--- src/rtl/hds_pkg.sv ---
package hds_pkg;

    localparam int unsigned START_PCT = 2;
    localparam int unsigned WORK_PCT  = 55;

    typedef enum logic [1:0] {
        DRV_FAULT   = 2'd0,
        DRV_STANDBY = 2'd1,
        DRV_ACTIVE  = 2'd2
    } drv_mode_e;

    typedef struct packed {
        logic fault;
        logic standby;
    } drv_cause_t;

    function automatic drv_mode_e mode_of(input drv_cause_t c);
        if (c.fault)
            return DRV_FAULT;
        else if (c.standby)
            return DRV_STANDBY;
        else
            return DRV_ACTIVE;
    endfunction

endpackage

--- src/rtl/hds_protect.sv ---
module hds_protect
    import hds_pkg::*;
(
    input  logic clk,
    input  logic rst,
    input  logic standby,
    input  logic ovp_trip,
    input  logic por_pulse,
    input  logic resume_cmd,
    output logic en_d,
    output logic drive_on
);

    logic       fault_q;
    drv_cause_t cause_d;
    drv_mode_e  mode_d;

    always_comb begin
        // a new fault beats a restart command arriving in the same cycle
        cause_d.fault   = ovp_trip | por_pulse | (fault_q & ~resume_cmd);
        cause_d.standby = standby;
        mode_d          = mode_of(cause_d);
        en_d            = (mode_d == DRV_ACTIVE);
    end

    always_ff @(posedge clk) begin
        if (rst) begin
            fault_q  <= 1'b1;
            drive_on <= 1'b0;
        end else begin
            fault_q  <= cause_d.fault;
            drive_on <= en_d;
        end
    end

endmodule

--- src/rtl/hds_ramp.sv ---
module hds_ramp #(
    parameter int unsigned LINE_LEN   = 864,
    parameter int unsigned RAMP_LINES = 300,
    parameter int unsigned START_PCT  = 2,
    parameter int unsigned WORK_PCT   = 55,
    localparam int unsigned THR_W     = $clog2(LINE_LEN + 1)
) (
    input  logic             clk,
    input  logic             rst,
    input  logic             en_d,
    input  logic             line_start,
    output logic             run_d,
    output logic [THR_W-1:0] thr_d
);

    localparam longint DEN    = 100 * longint'(RAMP_LINES);
    localparam longint N0     = longint'(LINE_LEN) * START_PCT * RAMP_LINES;
    localparam longint STEP   = longint'(LINE_LEN) * (WORK_PCT - START_PCT);
    localparam int unsigned RW  = $clog2(2 * DEN);
    localparam int unsigned K_W = $clog2(RAMP_LINES + 1);

    localparam logic [THR_W-1:0] Q0     = THR_W'(N0 / DEN);
    localparam logic [RW-1:0]    R0     = RW'(N0 % DEN);
    localparam logic [THR_W-1:0] STEP_Q = THR_W'(STEP / DEN);
    localparam logic [RW-1:0]    STEP_R = RW'(STEP % DEN);
    localparam logic [RW-1:0]    DEN_V  = RW'(DEN);
    localparam logic [K_W-1:0]   K_MAX  = K_W'(RAMP_LINES);

    logic             run_q;
    logic [K_W-1:0]   k_q, k_d;
    logic [THR_W-1:0] q_q, q_d;
    logic [RW-1:0]    r_q, r_d, r_sum;

    always_comb begin
        run_d = run_q;
        k_d   = k_q;
        q_d   = q_q;
        r_d   = r_q;
        r_sum = r_q + STEP_R;
        if (!en_d) begin
            run_d = 1'b0;
            k_d   = '0;
            q_d   = Q0;
            r_d   = R0;
        end else if (line_start) begin
            if (!run_q) begin
                run_d = 1'b1;
                k_d   = '0;
                q_d   = Q0;
                r_d   = R0;
            end else if (k_q < K_MAX) begin
                k_d = k_q + 1'b1;
                if (r_sum >= DEN_V) begin
                    r_d = r_sum - DEN_V;
                    q_d = q_q + STEP_Q + 1'b1;
                end else begin
                    r_d = r_sum;
                    q_d = q_q + STEP_Q;
                end
            end
        end
        thr_d = q_d;
    end

    always_ff @(posedge clk) begin
        if (rst) begin
            run_q <= 1'b0;
            k_q   <= '0;
            q_q   <= Q0;
            r_q   <= R0;
        end else begin
            run_q <= run_d;
            k_q   <= k_d;
            q_q   <= q_d;
            r_q   <= r_d;
        end
    end

endmodule

--- src/rtl/hds_pulse.sv ---
module hds_pulse #(
    parameter int unsigned LINE_LEN = 864,
    localparam int unsigned POS_W   = $clog2(LINE_LEN),
    localparam int unsigned THR_W   = $clog2(LINE_LEN + 1)
) (
    input  logic             clk,
    input  logic             rst,
    input  logic             run_d,
    input  logic [THR_W-1:0] thr_d,
    input  logic [POS_W-1:0] line_pos,
    output logic             hdrv
);

    logic [THR_W-1:0] pos_x;

    always_comb pos_x = THR_W'(line_pos);

    always_ff @(posedge clk) begin
        if (rst)
            hdrv <= 1'b0;
        else
            hdrv <= run_d && (pos_x < thr_d);
    end

endmodule

--- src/rtl/hdrv_softstart.sv ---
module hdrv_softstart
    import hds_pkg::*;
#(
    parameter int unsigned LINE_LEN   = 864,
    parameter int unsigned RAMP_LINES = 300
) (
    input  logic                        clk,
    input  logic                        rst,
    input  logic [$clog2(LINE_LEN)-1:0] line_pos,
    input  logic                        line_start,
    input  logic                        standby,
    input  logic                        ovp_trip,
    input  logic                        por_pulse,
    input  logic                        resume_cmd,
    output logic                        hdrv,
    output logic                        drive_on
);

    localparam int unsigned THR_W = $clog2(LINE_LEN + 1);

    logic             en_d;
    logic             run_d;
    logic [THR_W-1:0] thr_d;

    hds_protect u_prot (
        .clk        (clk),
        .rst        (rst),
        .standby    (standby),
        .ovp_trip   (ovp_trip),
        .por_pulse  (por_pulse),
        .resume_cmd (resume_cmd),
        .en_d       (en_d),
        .drive_on   (drive_on)
    );

    hds_ramp #(
        .LINE_LEN   (LINE_LEN),
        .RAMP_LINES (RAMP_LINES),
        .START_PCT  (START_PCT),
        .WORK_PCT   (WORK_PCT)
    ) u_ramp (
        .clk        (clk),
        .rst        (rst),
        .en_d       (en_d),
        .line_start (line_start),
        .run_d      (run_d),
        .thr_d      (thr_d)
    );

    hds_pulse #(
        .LINE_LEN (LINE_LEN)
    ) u_pulse (
        .clk      (clk),
        .rst      (rst),
        .run_d    (run_d),
        .thr_d    (thr_d),
        .line_pos (line_pos),
        .hdrv     (hdrv)
    );

endmodule

--- config.mk ---
export PLATFORM = sky130hd
export DESIGN_NAME = hdrv_softstart
export DESIGN_NICKNAME = d
export VERILOG_FILES = /design/src/rtl/hds_pkg.sv /design/src/rtl/hds_protect.sv /design/src/rtl/hds_ramp.sv /design/src/rtl/hds_pulse.sv /design/src/rtl/hdrv_softstart.sv
export SDC_FILE = /design/constraint.sdc
export NUM_CORES = 1
export LEC_CHECK = 0
export CAP_MARGIN = 25
export CORE_MARGIN = 2
export CORE_UTILIZATION = 60
export DETAILED_ROUTE_END_ITERATION = 6
export GPL_TIMING_DRIVEN = 0
export PLACE_DENSITY = 0.87
export REMOVE_ABC_BUFFERS = 1
export SYNTH_ARGS = -nofsm -noshare
export SYNTH_HDL_FRONTEND = slang
export SYNTH_SLANG_ARGS = --single-unit
--- constraint.sdc ---
create_clock -name clk -period 9.45 [get_ports clk]
set_clock_uncertainty 0.15 [all_clocks]
set_input_delay 2.3625 -clock clk [delete_from_list [all_inputs] [get_ports clk]]
set_output_delay 2.3625 -clock clk [all_outputs]
set_load 0.02 [all_outputs]
Yosys cells after proc, flatten, opt, wreduce, memory -nomap -nowiden. Index checks and enable logic that the tools add are counted.

Register bits: 39. Input bits: 17. Output and inout bits: 2. Word-level logic and storage cells: 39.

Add/sub/neg operators: 5. Order comparisons: 3. Eq/ne operators: 2. Mux-type cells: 14. Bitwise operators: 5. Reduce and logical (&&, ||, !) cells: 3.

Operators with widths (count): 10-bit two-way mux (5); 16-bit two-way mux (3); 10-bit by 1-bit adder with 10-bit output, second input constant (2); 9-bit two-way mux (2); 16-bit by 14-bit adder with 16-bit output, second input constant (1); 16-bit by 15-bit greater-or-equal comparator with 1-bit output, second input constant (1); 16-bit by 15-bit subtractor with 16-bit output, second input constant (1); 10-bit less-than comparator (1); 9-bit by 1-bit adder with 9-bit output, second input constant (1); 9-bit less-than comparator, second input constant (1); 2-bit two-way mux (2); 2-bit == test, second input constant (1); 1-bit two-way mux (2); 2-bit inequality test, second input constant (1); 1-bit NOT (2); 1-bit OR (2); 2-bit AND reduction (1); 2-bit OR reduction (1); 1-bit AND (1); 1-bit logical AND (1).

Depth between registers and ports, before layout.
Word-level depth: 9. Depth in mapped cells: 18.

By module. From an unflattened synthesis, not the netlist that was laid out.

Cells, all modules: 422. Area, all modules: 3098.0 µm².

By module, submodules not included: hds_ramp (times used 1, cells an instance 383, area an instance 2762.6 µm², seq. area each 640.6 µm²); hds_pulse (times used 1, cells an instance 32, area an instance 262.8 µm², seq. area each 20.0 µm²); hds_protect (times used 1, cells an instance 7, area an instance 72.6 µm², seq. area each 40.0 µm²).

Worst setup path before layout. OpenSTA, ideal clock, no wires.

Path type: in2reg. Start point: input port resume_cmd. End point: register u_pulse.hdrv. Data arrival time: 4784 ps. Required time: 9219 ps. Setup slack: 4435 ps. Stages on the path: 12. Path buffers: 0. Cells stage by stage: inv_1 a211oi_1 nor2b_1 o21ai_0 or4_1 and3_1 ha_1 a21o_1 a21o_1 a21oi_1 o211ai_1 a41oi_1.

Cells in the longest elaborated chain, start to end: 8. Elaborated cells between the ends (all ways): 9. Classes of those cells: 1 x order compare; 1 x eq/ne; 3 x mux; 3 x bitwise; 1 x reduce/logical.

RTL lines: start: declaration (line hdrv_softstart.sv:14) `input logic resume_cmd,`; 1-bit NOT (*) (line hds_protect.sv:20) `cause_d.fault = ovp_trip | por_pulse | (fault_q & ~resume_cmd);`; 1-bit AND (*) (line hds_protect.sv:20); 1-bit OR (*) (line hds_protect.sv:20); 2-bit two-way mux (*) (line hds_pkg.sv:18) `if (c.fault)`; 2-bit == test (*) (line hds_protect.sv:23) `en_d = (mode_d == DRV_ACTIVE);`; 10-bit two-way mux (line hds_ramp.sv:40) `if (!en_d) begin`; 10-bit less-than comparator (line hds_pulse.sv:22) `hdrv <= run_d && (pos_x < thr_d);`; 1-bit logical AND (*) (line hds_pulse.sv:22); end signal: assignment (line hds_pulse.sv:22); end: declaration (line hds_pulse.sv:11) `output logic hdrv`.

Mark *: on every way between the ends. The rest lies on a longest branch, timed or not. A chain may end at the register's enable or synchronous reset.

Final worst setup path. Same ends and word-level chain as after synthesis.

==> run_results.csv <==
group,metric,value,unit
final_layout,antennaDiodeCount,0,
worst_hold_path,hp-class,"reg -> reg",
place,dp.cells,450,
sta,slew_viol_final,0,
worst_setup_path,cp-start-kind,"primary input",
yosys,synth-edff-count,0,
cts,cts-root-buf,"clkbuf_8",
sta,fmax,0.173,GHz
route,ant_nets,0,
cts,holdBufCountCts,0,
sta,setup_ws,3.67,ns
floorplan,start_util,62.3,%
worst_setup_path,criticalPathCategory,"in -> reg",
yosys,async_flop_share,0,%
worst_setup_path,endpoint_kind,"register",
global_route,grt_overflow,0,
cts,clkLatencyLatePin,0.30,ns
sta,holdWs,0.332,ns
global_route,first_global_vias,2529,
global_route,grt_max_degree,15,
cts,cts_setup_buffers,0,
route,vias,2924,
cts,numClockSinks,35,
global_route,grt_pass1_wl,11400,µm
final_layout,nets,423,
job,cap_violations,0,
place,gp_congestion,0.899,
yosys,syn-cell-area,2960,µm²
place,preCtsSetupSlack,3.40,ns
yosys,synthCells,384,
worst_setup_path,r2r-end,"u_pulse.hdrv",
sta,fin_tns_setup,0,ns
floorplan,die_x,74.3,µm
final_layout,layout.cells.non_filler,458,
sta,relSlewSlack,28.6,%
power,p_leak,1.16,nW
global_route,grt_use_total,26.3,%
yosys,synth_ff_type,"dfxtp_1",
worst_setup_path,arrival,5.85,ns
route,post_drt_via_cell_ratio,6.38,
sta,worst_pin_slew,1.07,ns
worst_setup_path,cp.required,9.52,ns
cts,path_clk_slew,0.08,ns
route,drt-initial-drc-count,203,
cts,cts_tree,"done",
cts,clock_path_buffers,2,
floorplan,num_io_pins,19,
cts,cts.repair.resized,0,
worst_hold_path,hp-start,"u_ramp.k_q[8]",
final_layout,utilization,68.3,%
power,vdd_ir_drop_max,62.3,µV
worst_setup_path,timing.rr.start,"u_ramp.r_q[4]",
yosys,seq_area_frac_synth,23.7,%
worst_hold_path,min_to,"u_ramp.k_q[8]",
floorplan,core-area,4750,µm²
yosys,synth_seq_cells,35,
route,wl,7020,µm
power,fin_total_pwr,0.308,mW
sta,fin_crit_sh,61.2,%
final_layout,fin_area,3250,µm²
sta,fin_crit,5.78,ns
route,drt-pass1-iter-count,5,
place,port_buffers,18,
cts,cts_max_level,2,
worst_setup_path,cp_max_fo,6,
place,dp_hpwl,5150,µm
yosys,synth_cell_types,67,
final_layout,fillers,418,
worst_setup_path,worst-r2r-setup-slack,4.72,ns
place,dpl_cell_area,3130,µm²
worst_hold_path,hold_depth,2,
final_layout,layout-drive-gt1-share,5.88,%
sta,rsz0062_at_grt,"false",
floorplan,die-height,74.3,µm
yosys,syn_avg_cell_area,7.71,µm²
sta,setup_viol,0,
final_layout,area_growth,9.63,%
floorplan,die_area,5510,µm²
global_route,antenna_found_initial,0,
floorplan,placementRows,25,
cts,numCtsBuffers,5,
route,drc,0,
outcome,status,"finished clean",
route,wire_per_inst,15.3,µm
worst_setup_path,ff2ff_path_depth,16,
yosys,yosys_warnings,0,
power,p_per_area,94.7,nW/µm²
sta,finalHoldViolCount,0,
==> placed cells by master, fill, tap and decap left out, types with 3 or more instances in the layout <==
cell type,synthesis,routed
a211o_1,5,5
a211oi_1,3,3
a21o_1,8,8
a21oi_1,21,21
a22o_1,3,3
a22oi_1,4,4
a31oi_1,8,8
and2_1,5,5
and3_1,4,4
clkbuf_8,0,5
clkdlybuf4s50_1,0,18
dfxtp_1,35,35
ha_1,16,16
inv_1,18,18
mux2i_1,6,6
nand2_1,37,37
nand2b_1,9,9
nand3_1,13,13
nand4_1,14,14
nor2_1,32,32
nor2b_1,5,5
nor3_1,6,6
nor4_1,7,7
o211ai_1,4,4
o21ai_0,19,19
o21ai_1,3,3
o22ai_1,3,3
o31ai_1,4,4
or3_1,6,6
or4_1,6,6
xnor2_1,8,8
xor2_1,10,10
==> kinds of logic after synthesis <==
kind of cell / share of synthesized area [%]
muxes: 2.79
and+or+nand+nor: 29.9
xor gates and xnor gates: 5.32
DFF: 23.7
buffers and inverters: 5.49
AOI/OAI and AO/OA: 26.1
adders and majority gates: 6.76
==> metal layers <==
layer | wire, µm | vias to the layer above | GRT usage, % | share of wire (%)
li1 | - | 1436 | - | -
met1 | 3190 | 1358 | 36.0 | 45
met2 | 3310 | 119 | 42.1 | 47
met3 | 427 | 11 | 4.61 | 6.1
met4 | 94 | 0 | 9.33 | 1.3
met5 | 0 | - | 0 | 0
==> synthesized netlist by cell type, types with 4 or more instances <==
cell	count	area, µm²
a211o_1	5	43.8
dfxtp_1	35	701
a22oi_1	4	30.0
o31ai_1	4	30.0
mux2i_1	6	60.1
nand4_1	14	87.6
nor3_1	6	30.0
or3_1	6	37.5
nor2_1	32	120
xnor2_1	8	70.1
and2_1	5	31.3
o211ai_1	4	30.0
nor4_1	7	43.8
ha_1	16	200
buf_2	4	20.0
o21ai_0	19	95.1
nand2b_1	9	56.3
nand2_1	37	139
clkbuf_1	13	48.8
and3_1	4	25.0
nor2b_1	5	31.3
or4_1	6	45.0
inv_1	18	67.6
a21o_1	8	60.1
a21oi_1	21	105
nand3_1	13	65.1
a31oi_1	8	50.1
xor2_1	10	87.6
==> registers in the layout, indices dropped and copies added (netlist names) <==
name             count
u_prot.drive_on      1
u_prot.fault_q       1
u_pulse.hdrv         1
u_ramp.k_q           9
u_ramp.q_q          10
u_ramp.r_q          12
u_ramp.run_q         1
==> report_power, final <==
| group | internal [mW] | switching, mW | leakage (nW) |
|---|---|---|---|
| clock network | 0.0786 | 0.0606 | 0.0581 |
| logic | 0.0104 | 0.00953 | 0.816 |
| registers | 0.148 | 0.000660 | 0.282 |
| total | 0.237 | 0.0708 | 1.16 |
==> layout make-up <==
class,count,area (µm²),area share (%)
multi-input combinational,311,2100,64.6
sequential,35,701,21.6
timing repair buffer,18,180,5.55
tap,67,83.8,2.58
inverter,19,71.3,2.20
clock buffer,5,68.8,2.12
clock inverter,3,43.8,1.35
==> critical path, stage by stage <==
cell and delay (ns):
clkdlybuf4s50_1 0.45, inv_1 0.04, a211oi_1 0.50, nor2b_1 0.35
o21ai_0 0.30, or4_1 0.58, and3_1 0.20, ha_1 0.29
a21o_1 0.18, a21o_1 0.16, a21oi_1 0.16, o211ai_1 0.11
a41oi_1 0.16
==> worst max path at each step <==
stage | from | to | slack, ns | cells after the start
floorplan | resume_cmd | u_pulse.hdrv | 4.43 | 12
global placement | resume_cmd | u_pulse.hdrv | 3.45 | 13
detailed placement | resume_cmd | u_pulse.hdrv | 3.40 | 13
CTS | resume_cmd | u_pulse.hdrv | 3.67 | 13
global route | resume_cmd | u_pulse.hdrv | 3.40 | 13
finish | resume_cmd | u_pulse.hdrv | 3.67 | 13
Note: power is estimated with default switching activity, not from simulation.
